<file path="src/rtl/i2c_chunk_slave.sv">
module i2c_chunk_slave #(
  parameter logic [6:0] DEV_ADDR   = 7'h2A,
  parameter int         FILT_LEN   = 3,
  parameter int         LONG_BYTES = 8,
  parameter logic [7:0] LONG_FIRST = 8'h20
) (
  input  logic                    clk,
  input  logic                    rst_n,
  input  logic                    scl_i,
  input  logic                    sda_i,
  output logic                    sda_oe,
  output logic                    wr_en,
  output logic [7:0]              wr_addr,
  output logic [LONG_BYTES*8-1:0] wr_data,
  output logic                    wr_long,
  output logic [7:0]              rd_addr,
  input  logic [7:0]              rd_data
);
  localparam int W  = LONG_BYTES * 8;
  localparam int OW = (LONG_BYTES > 1) ? $clog2(LONG_BYTES) : 1;
  localparam int FW = $clog2(FILT_LEN + 1);

  typedef enum logic [3:0] {
    S_IDLE, S_DEV, S_SUB, S_WR, S_ACK, S_RD, S_MACK, S_RLOAD, S_SKIP
  } st_t;

  logic [1:0]    sy1, sy2, flt, flt_d;
  logic [FW-1:0] fcnt [2];

  always_ff @(posedge clk or negedge rst_n) begin
    if (!rst_n) begin
      sy1   <= 2'b11;
      sy2   <= 2'b11;
      flt   <= 2'b11;
      flt_d <= 2'b11;
      for (int i = 0; i < 2; i++) fcnt[i] <= '0;
    end else begin
      sy1   <= {sda_i, scl_i};
      sy2   <= sy1;
      flt_d <= flt;
      for (int i = 0; i < 2; i++) begin
        if (sy2[i] != flt[i]) begin
          if (fcnt[i] == FW'(FILT_LEN - 1)) begin
            flt[i]  <= sy2[i];
            fcnt[i] <= '0;
          end else begin
            fcnt[i] <= fcnt[i] + 1'b1;
          end
        end else begin
          fcnt[i] <= '0;
        end
      end
    end
  end

  wire scl_f    = flt[0];
  wire sda_f    = flt[1];
  wire scl_rise = scl_f & ~flt_d[0];
  wire scl_fall = ~scl_f & flt_d[0];
  wire start_c  = scl_f & flt_d[0] & flt_d[1] & ~sda_f;
  wire stop_c   = scl_f & flt_d[0] & ~flt_d[1] & sda_f;

  st_t           state, nxt;
  logic          ack_ok, wlong;
  logic [2:0]    bitcnt;
  logic [7:0]    shreg, sub, asm_sub;
  logic [W-1:0]  asm_q;
  logic [OW-1:0] off;
  logic [1:0]    tcnt;

  wire [7:0] byte_in = {shreg[6:0], sda_f};
  assign rd_addr = sub;

  always_ff @(posedge clk or negedge rst_n) begin
    if (!rst_n) begin
      state   <= S_IDLE;
      nxt     <= S_IDLE;
      ack_ok  <= 1'b0;
      wlong   <= 1'b0;
      bitcnt  <= '0;
      shreg   <= '0;
      sub     <= '0;
      asm_sub <= '0;
      asm_q   <= '0;
      off     <= '0;
      tcnt    <= '0;
      sda_oe  <= 1'b0;
      wr_en   <= 1'b0;
      wr_addr <= '0;
      wr_data <= '0;
      wr_long <= 1'b0;
    end else begin
      wr_en <= 1'b0;
      if (start_c || stop_c) begin
        if (wlong && tcnt != 2'd0) off <= '0;
        wlong  <= 1'b0;
        sda_oe <= 1'b0;
        bitcnt <= '0;
        state  <= start_c ? S_DEV : S_IDLE;
      end else begin
        case (state)
          S_DEV, S_SUB, S_WR: if (scl_rise) begin
            shreg  <= byte_in;
            bitcnt <= bitcnt + 1'b1;
            if (bitcnt == 3'd7) begin
              state  <= S_ACK;
              ack_ok <= 1'b1;
              if (state == S_DEV) begin
                ack_ok <= (byte_in[7:1] == DEV_ADDR);
                nxt    <= byte_in[0] ? S_RD : S_SUB;
              end else if (state == S_SUB) begin
                sub  <= byte_in;
                tcnt <= '0;
                nxt  <= S_WR;
                if (byte_in >= LONG_FIRST) begin
                  wlong   <= 1'b1;
                  asm_sub <= byte_in;
                  if (byte_in != asm_sub) off <= '0;
                end else begin
                  wlong <= 1'b0;
                  off   <= '0;
                end
              end else begin
                nxt  <= S_WR;
                tcnt <= tcnt + 1'b1;
                if (wlong) begin
                  asm_q <= {asm_q[W-9:0], byte_in};
                  if (off == OW'(LONG_BYTES - 1)) begin
                    off     <= '0;
                    wr_en   <= 1'b1;
                    wr_long <= 1'b1;
                    wr_addr <= sub;
                    wr_data <= {asm_q[W-9:0], byte_in};
                  end else begin
                    off <= off + 1'b1;
                  end
                end else begin
                  wr_en   <= 1'b1;
                  wr_long <= 1'b0;
                  wr_addr <= sub;
                  wr_data <= {{(W-8){1'b0}}, byte_in};
                  sub     <= sub + 1'b1;
                end
              end
            end
          end
          S_ACK: if (scl_fall) begin
            if (!sda_oe) begin
              if (ack_ok) sda_oe <= 1'b1;
              else state <= S_SKIP;
            end else begin
              bitcnt <= '0;
              if (nxt == S_RD) begin
                shreg  <= rd_data;
                sda_oe <= ~rd_data[7];
                sub    <= sub + 1'b1;
                state  <= S_RD;
              end else begin
                sda_oe <= 1'b0;
                state  <= nxt;
              end
            end
          end
          S_RD: if (scl_fall) begin
            if (bitcnt == 3'd7) begin
              sda_oe <= 1'b0;
              state  <= S_MACK;
            end else begin
              sda_oe <= ~shreg[6];
              shreg  <= {shreg[6:0], 1'b0};
              bitcnt <= bitcnt + 1'b1;
            end
          end
          S_MACK: if (scl_rise) state <= sda_f ? S_SKIP : S_RLOAD;
          S_RLOAD: if (scl_fall) begin
            shreg  <= rd_data;
            sda_oe <= ~rd_data[7];
            sub    <= sub + 1'b1;
            bitcnt <= '0;
            state  <= S_RD;
          end
          default: ;
        endcase
      end
    end
  end

  p_oe_where_r8: assert property (@(posedge clk) disable iff (!rst_n)
    sda_oe |-> (state == S_ACK || state == S_RD));
  p_oe_on_fall_r8: assert property (@(posedge clk) disable iff (!rst_n)
    (sda_oe != $past(sda_oe)) |-> ($past(scl_fall) || $past(start_c) || $past(stop_c)));
  p_nack_quiet_r1: assert property (@(posedge clk) disable iff (!rst_n)
    (state == S_SKIP) |-> !sda_oe);
  p_single_strobe_r2: assert property (@(posedge clk) disable iff (!rst_n)
    wr_en |=> !wr_en);
  p_short_range_r2: assert property (@(posedge clk) disable iff (!rst_n)
    (wr_en && !wr_long) |-> (wr_addr < LONG_FIRST));
  p_long_range_r4: assert property (@(posedge clk) disable iff (!rst_n)
    (wr_en && wr_long) |-> (wr_addr >= LONG_FIRST));
  p_stop_idle_r5: assert property (@(posedge clk) disable iff (!rst_n)
    $past(stop_c) |-> (state == S_IDLE && !sda_oe && !wlong));
endmodule

</file>
<file path="config.mk">
export PLATFORM = sky130hd
export DESIGN_NAME = i2c_chunk_slave
export DESIGN_NICKNAME = d
export VERILOG_FILES = /design/src/rtl/i2c_chunk_slave.sv
export SDC_FILE = /design/constraint.sdc
export NUM_CORES = 1
export LEC_CHECK = 0
export BUFFER_PORTS_ARGS = -buffer_cell sky130_fd_sc_hd__buf_4
export CAP_MARGIN = 20
export CORE_MARGIN = 5
export CORE_UTILIZATION = 40
export DETAILED_ROUTE_END_ITERATION = 8
export HOLD_SLACK_MARGIN = 0.06
export SYNTH_ARGS = -nofsm -noshare
export SYNTH_HDL_FRONTEND = slang
export SYNTH_SLANG_ARGS = --single-unit
</file>
<file path="constraint.sdc">
create_clock -name clk -period 2.45 [get_ports clk]
set_input_delay 0.1225 -clock clk [delete_from_list [all_inputs] [get_ports clk]]
set_output_delay 0.1225 -clock clk [all_outputs]
set_load 0.01 [all_outputs]
</file>
* Yosys cells after proc, flatten, opt, wreduce, memory -nomap -nowiden *
Cells that the tools add are included.

word-level totals
  flip-flop bits (word level) = 184
  logic and storage cells = 203
  RAM bits = 0
  memories = 0
  input bits = 12
  output and inout port bits = 83
  bits in latches = 0
  ROM bits = 0

cells by class
  divide/modulo/power cells = 0
  multiply operators = 0
  eq/ne operators = 40
  magnitude comparators = 1
  bitwise gates (word level) = 16
  add/subtract/negate cells = 6
  mux-type cells = 89
  reduce and logical (&&, ||, !) cells = 28
  shift-type cells = 0

operators with widths
  operator                                                                             number
  64-bit 2-to-1 mux                                                                    2
  8-bit 2-to-1 mux                                                                     11
  3-bit 2-to-1 mux                                                                     20
  7-bit 2-to-1 mux                                                                     7
  4-bit 2-to-1 mux                                                                     12
  7-bit AND reduction                                                                  5
  3-bit != test, second input constant                                                 10
  7-bit one-hot mux with 4 select lines                                                1
  1-bit 2-to-1 mux                                                                     27
  8-bit one-hot mux with 3 select lines                                                1
  4-bit by 3-bit == test with 1-bit output, second input constant                      5
  2-bit != test, second input constant                                                 10
  4-bit one-hot mux with 5 select lines                                                1
  9-bit AND reduction                                                                  2
  3-bit one-hot mux with 4 select lines                                                1
  2-bit 2-to-1 mux                                                                     5
  10-bit AND reduction                                                                 1
  5-bit AND reduction                                                                  2
  2-bit nonzero test                                                                   5
  1-bit inverter                                                                       9
  8-bit by 1-bit adder with 8-bit output, second input constant                        1
  4-bit by 2-bit == test with 1-bit output, second input constant                      2
  8-bit by 6-bit greater-or-equal comparator with 1-bit output, second input constant  1
  8-bit != test                                                                        1
  21 further kinds                                                                     38

* Logic depth before layout (Yosys ltp) *
  depth in word-level cells = 9
  mapped depth = 9
  depth with buffers taken out = 7

* Least setup slack after synthesis *
Ideal clock, no wire load.

  kind = register to register
  from = register bitcnt[0]
  to = register bitcnt[0]
  library setup time = 0.120 ns
  required time = 2.330 ns
  period minus slack after synthesis = 2.097 ns
  arrival time = 1.977 ns
  stages on the path, launching flop included = 8
  setup slack = 0.353 ns
  buffers on the path = 1
  path through = dfrtp_1 ha_1 ha_1 and4b_1 a211o_1 or3_1 buf_2 a31o_2

between the ends
  longest elaborated chain between the ends = 5
  elaborated cells on any way between the ends = 9
  those cells by class = add/sub: 1; eq/ne: 2; mux: 5; reduce/logical: 1

ends and longest elaborated chain
  element                                 line      RTL
  from (decl)                             65        logic [2:0] bitcnt;
  from (signal assigned)                  104       bitcnt <= bitcnt + 1'b1;
  from (signal assigned)                  171       bitcnt <= bitcnt + 1'b1;
  3-bit by 1-bit adder with 3-bit output  104, 171
  3-bit 2-to-1 mux                        165       if (bitcnt == 3'd7) begin
  3-bit 2-to-1 mux                        164       S_RD: if (scl_fall) begin
  3-bit one-hot mux with 4 select lines   101       case (state)
  3-bit 2-to-1 mux                        94        if (start_c || stop_c) begin

Parallel ways exist; a longest one is shown, timed or not. The select of a mux whose other input is x is not followed.
A chain may end at the register's enable or synchronous reset.

* Worst setup path in the final report *
  from = register bitcnt[0]
  to = register bitcnt[2]

Same word-level chain as after synthesis.

==> qor.yml <==
placed_cells: 1039
cts_root_buf: "clkbuf_16"
grt_max_degree: 83
max_slew_margin_pct: 49.2
final_cell_mix: "174 x dfrtp_1, 133 x nand2_1, 116 x buf_4"
vias: 5430
viasPerCell: 5.03
io_buffer_count: 94
layout_setup_ws_ps: 177
finish.instance_area_um2: 9610
finalCriticalPeriod_ps: 2270
synth_nets: 721
overflow: 0
stdcell_count: 1079
rows: 51
worst_slew_pin_slew_ps: 762
required_ps: 2760
start_util_pct: 40.7
antenna_found_initial: 0
startpoint_type: "flop"
yosys.area.top_type: "dfrtp_1"
num_io_pins: 95
yosys_warnings: 0
crit_type: "flop to flop"
hold_ws_ps: 124
leakage_nw: 4.56
core-area_um2: 19500
finalClockSkew_ps: 9.08
synthTopCellsByArea: "dfrtp_1 55%, mux2_2 12%, nand2_1 6.3%"
die_h_um: 151
fin_util_pct: 49.4
drt.antenna.violating_nets: 0
final_net_count: 820
die_x_um: 151
clk_latency_ps: 430
ir_drop_uv: 561
clock_sinks: 183
cts_made_buffers: 17
place.gp.congestion: 0.877
syn_area_per_cell_um2: 11.3
gr-usage-all-layers_pct: 16.3
end_kind: "flop"
fin_crit_sh_pct: 92.8
ctsHtreeMaxLevel: 4
synth-async-reset-ratio_pct: 100
route.detailed.drc: 0
grt_pass1_vias: 5588
synth.distinct_cells: 63
placed_area_um2: 8950
final_common_cell: "dfrtp_1"
rsz0062_at_grt: "no"
crit_chain: "ha_1 -> ha_1 -> and4b_1 -> a211o_1 -> or3_1 -> a31o_2"
max_cap_violations: 0
synth-seq-area-share_pct: 58.0
worstPathMaxFanout: 7
crit_arrival_ps: 2590
ys.flop_type: "dfrtp_1"
yosys_register_bits: 183
synth.top_cell.area_share_pct: 55.3
hpwl_um: 12500
p_per_area_nw_per_um2: 863
pre_cts_slack_ps: 162
antenna_cells: 0
timing.final.max_slew_violations: 0
critPathMaxStageDelay_ps: 470
cp_top_family: "simple AND/OR/NAND/NOR gates"
drt_pass1_iterations: 4
power_mw: 8.30
cts.path.max_buffers: 2
die_area_um2: 22700
drt-initial-drc-count: 261
grt_pass1_wl_um: 29600
finalHoldViolations: 0
cts_tree: "built"
setup_tns_ps: 0
areaGrowthSynthToFinish_pct: 21.4
drive_gt1_share_pct: 32.2
hold_class: "primary input to flop"
fmax_ghz: 0.440
clk_pin_slew_ps: 70
cpMaxStageDelayCell: "or3_1"
status: "finished clean"
synth-edff-count: 0
synth.cell_area_um2: 7920
setup_viol: 0
path_buf_inv: 0
drt_wl_total_um: 17700
cpMostUsedCell: "ha_1"
syn_inst: 703
wl_per_cell_um: 16.4
path summary, 6_finish.rpt:
| kind | startpoint | endpoint | cells after the start | slack, ps |
|---|---|---|---|---|
| setup / recovery | bitcnt[0] | bitcnt[2] | 6 | 180 |
| setup reg to reg | bitcnt[0] | bitcnt[2] | 6 | 180 |
| hold / removal | rd_data[0] | shreg[0] | 4 | 120 |
| max in group asynchronous | rst_n | wr_long | 3 | 1340 |
| hold reg to reg | sy1[1] | sy2[1] | 0 | 360 |
| min in group asynchronous | rst_n | shreg[1] | 2 | 300 |
layout make-up:
type	instances	area [µm²]
fill	1781	9850
timing repair buffer	130	1050
clock buffer	17	425
clock inverter	14	144
tap	265	332
inverter	12	45.0
sequential	183	4590
multi-input combinational	458	3020
Yosys cell counts, types with 3 or more instances:
cell,number
dfrtp_1,175
nand2_1,133
mux2_2,81
o21ai_0,71
a21oi_1,27
nor2_1,23
clkbuf_1,22
buf_2,15
inv_1,12
nand3_1,11
dfstp_2,8
mux2i_1,8
xor2_1,8
buf_6,7
nand2b_1,7
ha_1,6
a31oi_1,5
nor2b_1,5
a31o_2,4
and4b_1,4
nor3_1,4
nor3b_1,4
o22ai_1,4
xnor2_1,4
a22o_1,3
a32o_1,3
and3b_1,3
buf_4,3
or2_2,3
where the power goes:
part	total (mW)	switching (mW)	internal, mW
clock network	2.65	1.22	1.43
logic	2.00	1.13	0.871
registers	3.65	0.389	3.27
total	8.30	2.73	5.56
flip-flops by register name, summed over array words and instances (netlist names), 3 cells and up:
register	flops
wr_data	64
off	3
asm_sub	8
asm_q	56
bitcnt	3
nxt	3
state	4
shreg	7
fcnt	4
wr_addr	8
rd_addr	8
per-layer routing:
| layer | vias up | track usage, % | wire length (µm) |
|---|---|---|---|
| li1 | 2622 | - | - |
| met1 | 2681 | 22.9 | 8330 |
| met2 | 114 | 26.1 | 8420 |
| met3 | 13 | 3.07 | 754 |
| met4 | 0 | 4.58 | 185 |
| met5 | - | 0 | 0 |
worst min-delay path, cell delays in order:
cell and delay [ps]:
buf_4 90, nand3_1 60, o221ai_1 90, mux2_2 150
timing repair:
action                                 in CTS  in global routing
hold buffers                                9                  0
endpoints found under the hold margin      84                  0
setup endpoints to repair                   0                 35
buffers inserted                            0                  0
resized for setup                           0                  1
cell families after synthesis:
| kind of cell | count (synthesis) | synth area share [%] |
|---|---|---|
| compound gates | 136 | 10.6 |
| xor+xnor | 12 | 1.33 |
| flops | 183 | 58.0 |
| fa+ha+maj | 6 | 0.948 |
| buf+inv | 62 | 4.00 |
| mux | 89 | 12.5 |
| simple gates | 215 | 12.6 |
(Power assumes the default switching activity.)
